### src/rtl/can_tx_pkg.sv
package can_tx_pkg;
   typedef enum logic [0:0] {
      TXS_IDLE = 1'b0,
      TXS_SEND = 1'b1
   } txs_e;

   localparam logic BUS_RECESSIVE = 1'b1;
   localparam logic BUS_DOMINANT  = 1'b0;
endpackage

### src/rtl/can_txbit_fifo.sv
module can_txbit_fifo #(
   parameter int DEPTH = 128
) (
   input  logic clk,
   input  logic rst_n,
   input  logic flush,
   input  logic wr_en,
   input  logic wr_bit,
   input  logic rd_en,
   output logic rd_bit,
   output logic empty,
   output logic full
);
   localparam int PW = (DEPTH > 1) ? $clog2(DEPTH) : 1;
   localparam int LW = $clog2(DEPTH + 1);
   localparam logic [LW-1:0] LVL_MAX = LW'(DEPTH);
   localparam logic [PW-1:0] PTR_LAST = PW'(DEPTH - 1);

   logic [DEPTH-1:0] mem;
   logic [PW-1:0]    wp, rp, wp_nx, rp_nx;
   logic [LW-1:0]    level;
   logic             wr_ok, rd_ok;

   assign empty  = (level == '0);
   assign full   = (level == LVL_MAX);
   assign wr_ok  = wr_en & ~full & ~flush;
   assign rd_ok  = rd_en & ~empty & ~flush;
   assign rd_bit = mem[rp];

   generate
      if ((DEPTH & (DEPTH - 1)) == 0) begin : g_pow2_wrap
         assign wp_nx = wp + 1'b1;
         assign rp_nx = rp + 1'b1;
      end else begin : g_cmp_wrap
         assign wp_nx = (wp == PTR_LAST) ? '0 : wp + 1'b1;
         assign rp_nx = (rp == PTR_LAST) ? '0 : rp + 1'b1;
      end
   endgenerate

   always_ff @(posedge clk) begin
      if (!rst_n) begin
         wp    <= '0;
         rp    <= '0;
         level <= '0;
      end else if (flush) begin
         wp    <= '0;
         rp    <= '0;
         level <= '0;
      end else begin
         if (wr_ok) wp <= wp_nx;
         if (rd_ok) rp <= rp_nx;
         case ({wr_ok, rd_ok})
            2'b10:   level <= level + 1'b1;
            2'b01:   level <= level - 1'b1;
            default: level <= level;
         endcase
      end
   end

   always_ff @(posedge clk) begin
      if (wr_ok) mem[wp] <= wr_bit;
   end


   level_bound_chk: assert property (@(posedge clk) disable iff (!rst_n)
      level <= LVL_MAX);


   no_underflow_chk: assert property (@(posedge clk) disable iff (!rst_n)
      rd_en |-> !empty);
endmodule

### src/rtl/can_tx_bittimer.sv
module can_tx_bittimer #(
   parameter int CW = 8
) (
   input  logic          clk,
   input  logic          rst_n,
   input  logic          run,
   input  logic          restart,
   input  logic [CW-1:0] period,
   input  logic [CW-1:0] samp_off,
   input  logic          rx,
   input  logic          drive_rec,
   output logic [CW-1:0] cnt,
   output logic          at_sample,
   output logic          at_end
);
   logic rx_q;
   logic rx_fall;
   logic late_edge;

   assign rx_fall   = rx_q & ~rx;
   assign late_edge = run & drive_rec & rx_fall & (cnt > samp_off);
   assign at_sample = run & (cnt == samp_off);
   assign at_end    = run & ((cnt == period - 1'b1) | late_edge);

   always_ff @(posedge clk) begin
      if (!rst_n) begin
         cnt  <= '0;
         rx_q <= 1'b1;
      end else begin
         rx_q <= rx;
         if (restart || !run) cnt <= '0;
         else                 cnt <= cnt + 1'b1;
      end
   end


   resync_after_sample_chk: assert property (@(posedge clk) disable iff (!rst_n)
      (run && at_end && cnt != period - 1'b1) |-> (cnt > samp_off && drive_rec && !rx));
endmodule

### src/rtl/can_arb_tx.sv
module can_arb_tx
   import can_tx_pkg::*;
#(
   parameter int DEPTH = 128,
   parameter int CW    = 8
) (
   input  logic          clk,
   input  logic          rst_n,
   input  logic [CW-1:0] bit_period,
   input  logic [CW-1:0] sample_off,
   input  logic          wr_en,
   input  logic          wr_bit,
   input  logic          trig_sel,
   input  logic          permit_pulse,
   input  logic          match_pulse,
   input  logic          rx,
   output logic          tx,
   output logic          done,
   output logic          lost
);
   generate
      if (DEPTH < 128) begin : g_bad_depth
         $error("can_arb_tx: DEPTH must be at least 128");
      end
      if (CW < 2) begin : g_bad_cw
         $error("can_arb_tx: CW must be at least 2");
      end
   endgenerate

   txs_e          st;
   logic          cur_bit;
   logic          trig, start, advance, conflict, pop, flush;
   logic          q_bit, q_empty, q_full;
   logic [CW-1:0] cnt;
   logic          at_sample, at_end;
   logic          sending;

   assign sending  = (st == TXS_SEND);
   assign trig     = trig_sel ? match_pulse : permit_pulse;
   assign start    = !sending && trig && !q_empty;
   assign conflict = sending && at_sample && (cur_bit == BUS_RECESSIVE) && (rx == BUS_DOMINANT);
   assign advance  = sending && !conflict && at_end && !q_empty;
   assign pop      = start || advance;
   assign flush    = conflict;
   assign tx       = sending ? cur_bit : BUS_RECESSIVE;

   can_txbit_fifo #(.DEPTH(DEPTH)) u_fifo (
      .clk    (clk),
      .rst_n  (rst_n),
      .flush  (flush),
      .wr_en  (wr_en),
      .wr_bit (wr_bit),
      .rd_en  (pop),
      .rd_bit (q_bit),
      .empty  (q_empty),
      .full   (q_full)
   );

   can_tx_bittimer #(.CW(CW)) u_timer (
      .clk       (clk),
      .rst_n     (rst_n),
      .run       (sending),
      .restart   (pop),
      .period    (bit_period),
      .samp_off  (sample_off),
      .rx        (rx),
      .drive_rec (cur_bit),
      .cnt       (cnt),
      .at_sample (at_sample),
      .at_end    (at_end)
   );

   always_ff @(posedge clk) begin
      if (!rst_n) begin
         st      <= TXS_IDLE;
         cur_bit <= BUS_RECESSIVE;
         done    <= 1'b0;
         lost    <= 1'b0;
      end else begin
         done <= 1'b0;
         lost <= 1'b0;
         if (pop) cur_bit <= q_bit;
         case (st)
            TXS_IDLE: if (start) st <= TXS_SEND;
            TXS_SEND: begin
               if (conflict) begin
                  lost <= 1'b1;
                  st   <= TXS_IDLE;
               end else if (at_end && q_empty) begin
                  done <= 1'b1;
                  st   <= TXS_IDLE;
               end
            end
            default: st <= TXS_IDLE;
         endcase
      end
   end


   done_recessive_chk: assert property (@(posedge clk) disable iff (!rst_n)
      done |-> tx);


   lost_cause_chk: assert property (@(posedge clk) disable iff (!rst_n)
      lost |-> ($past(tx) && !$past(rx) && tx));


   lost_flushed_chk: assert property (@(posedge clk) disable iff (!rst_n)
      lost |-> q_empty);


   bit_stable_chk: assert property (@(posedge clk) disable iff (!rst_n)
      (sending && $past(sending) && cnt != '0) |-> $stable(tx));


   status_excl_chk: assert property (@(posedge clk) disable iff (!rst_n)
      !(done && lost));
endmodule

### config.mk
export PLATFORM = sky130hd
export DESIGN_NAME = can_arb_tx
export DESIGN_NICKNAME = d
export VERILOG_FILES = /design/src/rtl/can_tx_pkg.sv /design/src/rtl/can_txbit_fifo.sv /design/src/rtl/can_tx_bittimer.sv /design/src/rtl/can_arb_tx.sv
export SDC_FILE = /design/constraint.sdc
export NUM_CORES = 1
export LEC_CHECK = 0
export ABC_AREA = 0
export BUFFER_PORTS_ARGS = -buffer_cell sky130_fd_sc_hd__buf_2
export CAP_MARGIN = 20
export CORE_ASPECT_RATIO = 1.2
export CORE_UTILIZATION = 40
export CTS_CLUSTER_DIAMETER = 200
export DETAILED_ROUTE_END_ITERATION = 10
export PLACE_DENSITY = 0.65
export SYNTH_ARGS = -nofsm -noshare
export SYNTH_HDL_FRONTEND = slang
export SYNTH_SLANG_ARGS = --single-unit
### constraint.sdc
create_clock -name clk -period 10.45 [get_ports clk]
set_input_delay 3.135 -clock clk [delete_from_list [all_inputs] [get_ports clk]]
set_output_delay 3.135 -clock clk [all_outputs]
set_load 0.03 [all_outputs]
==> flow_summary.toml <==
[power]
combPwrFrac_pct = 20.2
p_per_area_nw_per_um2 = 192
clkPwrFrac_pct = 35.4
p_sw_share_pct = 28.5
peakVddDrop_mv = 0.158
power_w = 0.00167
intPower_w = 0.00119
total_leakage_power_nw = 2.84
seqPwrFrac_pct = 44.4
p_sw_w = 0.000477

[synth]
synth_top_area_share_pct = 48.6
synth_area_leaders = "edfxtp_1 (49%), dfxtp_1 (8.9%), mux4_2 (7.7%)"
synth-edff-count = 128
ys_async_sr_fraction_pct = 0
yosysMostFrequentCell = "nor2_1"
synthCells = 669
ys_top_cells_by_count = "nor2_1 (160), edfxtp_1 (128), nand2_1 (40), dfxtp_1 (35), mux4_2 (27)"
syn_area_per_cell_um2 = 11.8
ys_seq_area_share_pct = 57.5
syn-num-nets = 713
yosysWarnings = 0
ys_seq_elements = 163
synth_top_flop_cell = "edfxtp_1"
synthDistinctLibCells = 64
yosys.area.top_type = "edfxtp_1"
syn_area_um2 = 7910

[global_route]
antenna_found_initial = 0
grt_pass1_vias = 5154
grt_pass1_wl_um = 26600
grt_use_total_pct = 17.4
grt_max_degree = 129
gr-total-overflow = 0

[placement]
place_hpwl_um = 10300
gp_congestion = 0.789
port-buffer-count = 26

[timing]
max_freq_mhz = 143
max-slew-margin-rel_pct = 29.6
tightest_slew_ns = 1.04
period_needed_ns = 6.99
fin_crit_sh_pct = 66.9
finClkSkew_ns = 0.0113
report.final.slew_viol_count = 0
hold_viol = 0
grt_setup_unrepaired = "false"
setup_viol = 0
fin_setup_tns_ns = 0

[cts]
hold_buffers = 0
clk_latency_ns = 0.43
cts_sinks = 163
clkTransAtPathRegs_ns = 0.06
cts_made_buffers = 17
htree_levels = 4
cts-resized-gates = 0
cts_buffer_depth = 2
post_cts_buffers = 0
cts_root_buffer = "clkbuf_16"
cts_tree = "done"

[final_layout]
drive_gt1_share_pct = 14.6
final_nets = 730
final.fill_count = 1801
n_antenna_cell = 0
syn_to_final_growth_pct = 10.4

[routing]
via_per_inst = 5.49
first_pass_iters = 5
wl_per_cell_um = 17.5
ant_nets = 0
drc = 0
routed_wl_um = 16700
drtIter0Drc = 390
vias = 5239

[die]
die-area_um2 = 20300
fp.dieH_um = 156
rows = 55
die_w_um = 130
start_util_pct = 41.3
num_io_pins = 27
core_area_um2 = 19100

[setup_path]
worstSetupPathType = "primary input to flip-flop"
worstPathRequired_ns = 10.75
cp_data_arrival_time_ns = 7.28
end_kind = "flip-flop"
crit_fanout = 15
cp-start-kind = "primary input"

[flow_run]
maxCapViolations = 0

[outcome]
outcome = "finished clean"

[hold_path]
hold_path.class = "flip-flop to flip-flop"
-- cell families (layout without fill, tap and decap cells) --
kind of cell               count (synthesis)  count (layout)  share of synthesized area (%)
muxes                                     45              45                           9.99
buffers and inverters                     58              88                           4.27
xor gates and xnor gates                  25              25                           2.77
and+or+nand+nor                          285             285                           16.0
adders and majority gates                 20              20                           3.26
DFF                                      163             163                           57.5
AOI/OAI and AO/OA                         73              73                           6.19
-- critical path, cell delays in order --
cell	delay, ns
buf_2	0.12
inv_1	0.05
ha_1	0.26
o21ba_1	0.21
a221oi_2	0.31
o211ai_1	0.13
or4_1	0.41
a31o_1	0.38
inv_1	0.11
ha_1	0.36
ha_1	0.31
a21o_1	0.18
a21oi_1	0.20
o21ai_0	0.12
a2111oi_0	0.58
nor4_1	0.14
o211ai_1	0.20
o31ai_1	0.09
-- metal layers --
layer / up-vias / part of all wire, % / track usage [%]
met5: - / 0 / 0
met4: 0 / 1.2 / 4.93
met3: 17 / 5.2 / 3.84
met2: 155 / 52 / 30.7
met1: 2607 / 42 / 21.2
li1: 2460 / - / -
-- cell type report --
| cell class | count | area, um2 | area share [%] |
|---|---|---|---|
| tap | 256 | 320 | 3.67 |
| inverter | 25 | 93.8 | 1.08 |
| clock inverter | 13 | 121 | 1.39 |
| sequential | 163 | 4550 | 52.1 |
| clock buffer | 19 | 433 | 4.96 |
| multi-input combinational | 448 | 3020 | 34.6 |
| timing repair buffer | 31 | 188 | 2.15 |
-- power groups by stage --
stage	clock network [W]	registers, W	logic, W
after floorplan	0	0.000751	0.000271
after global placement	0	0.000757	0.000331
after detailed placement	0	0.000757	0.000339
after CTS	0.000601	0.000743	0.000341
after global routing	0.000624	0.000746	0.000379
final	0.000592	0.000743	0.000337
-- state kept, by name (all words and copies together), names as in the netlist --
| signal | cells |
|---|---|
| cur_bit | 1 |
| done | 1 |
| lost | 1 |
| sending | 1 |
| u_fifo.level | 8 |
| u_fifo.mem | 128 |
| u_fifo.rp | 7 |
| u_fifo.wp | 7 |
| u_timer.cnt | 8 |
| u_timer.rx_q | 1 |
-- stage by stage --
stage / setup WS, ns / utilization (%) / cell area [um2] / hold slack (ns) / cells
global route: 3.02 / 45.6 / 8730 / 0.501 / 955
global placement: 3.22 / 42.6 / 8140 / 0.463 / 922
floorplan: 3.59 / - / 7910 / 0.448 / 669
detailed placement: 3.01 / 42.6 / 8140 / 0.463 / 922
finish: 3.46 / 45.6 / 8730 / 0.469 / 955
CTS: 3.44 / 45.5 / 8700 / 0.471 / 954
-- final timing paths --
check                               startpoint                            to  slack (ns)  depth (start not counted)
setup reg to reg     u_timer.cnt[0]$_SDFF_PP0_  u_fifo.level[7]$_SDFFE_PP0P_        5.90                         17
setup / recovery                 bit_period[0]  u_fifo.level[7]$_SDFFE_PP0P_        3.46                         18
hold reg to reg   u_fifo.level[7]$_SDFFE_PP0P_  u_fifo.level[7]$_SDFFE_PP0P_        0.47                          2
hold / removal    u_fifo.level[7]$_SDFFE_PP0P_  u_fifo.level[7]$_SDFFE_PP0P_        0.47                          2
-- layout by cell type, fill, tap and decap left out, types with 3 or more instances in the layout --
master and count:
clkbuf_16 17, ha_1 19, xor2_1 14, and3_1 3, nor2_1 160, nand2_1 40, o31ai_1 3, buf_2 26
inv_1 24, edfxtp_1 128, or3_1 5, or3_2 5, mux4_2 27, clkinv_2 3, nor4_1 5, nand3_1 24
inv_6 5, xnor2_1 11, nand4_1 4, dfxtp_1 33, and2_1 3, mux2i_1 17, a21oi_1 23, a211oi_1 4
buf_4 4, o21ai_0 15, o211ai_1 4, nor3_1 8, nand2b_1 3, nor2b_1 13
Power figures use the tool's default switching activity.
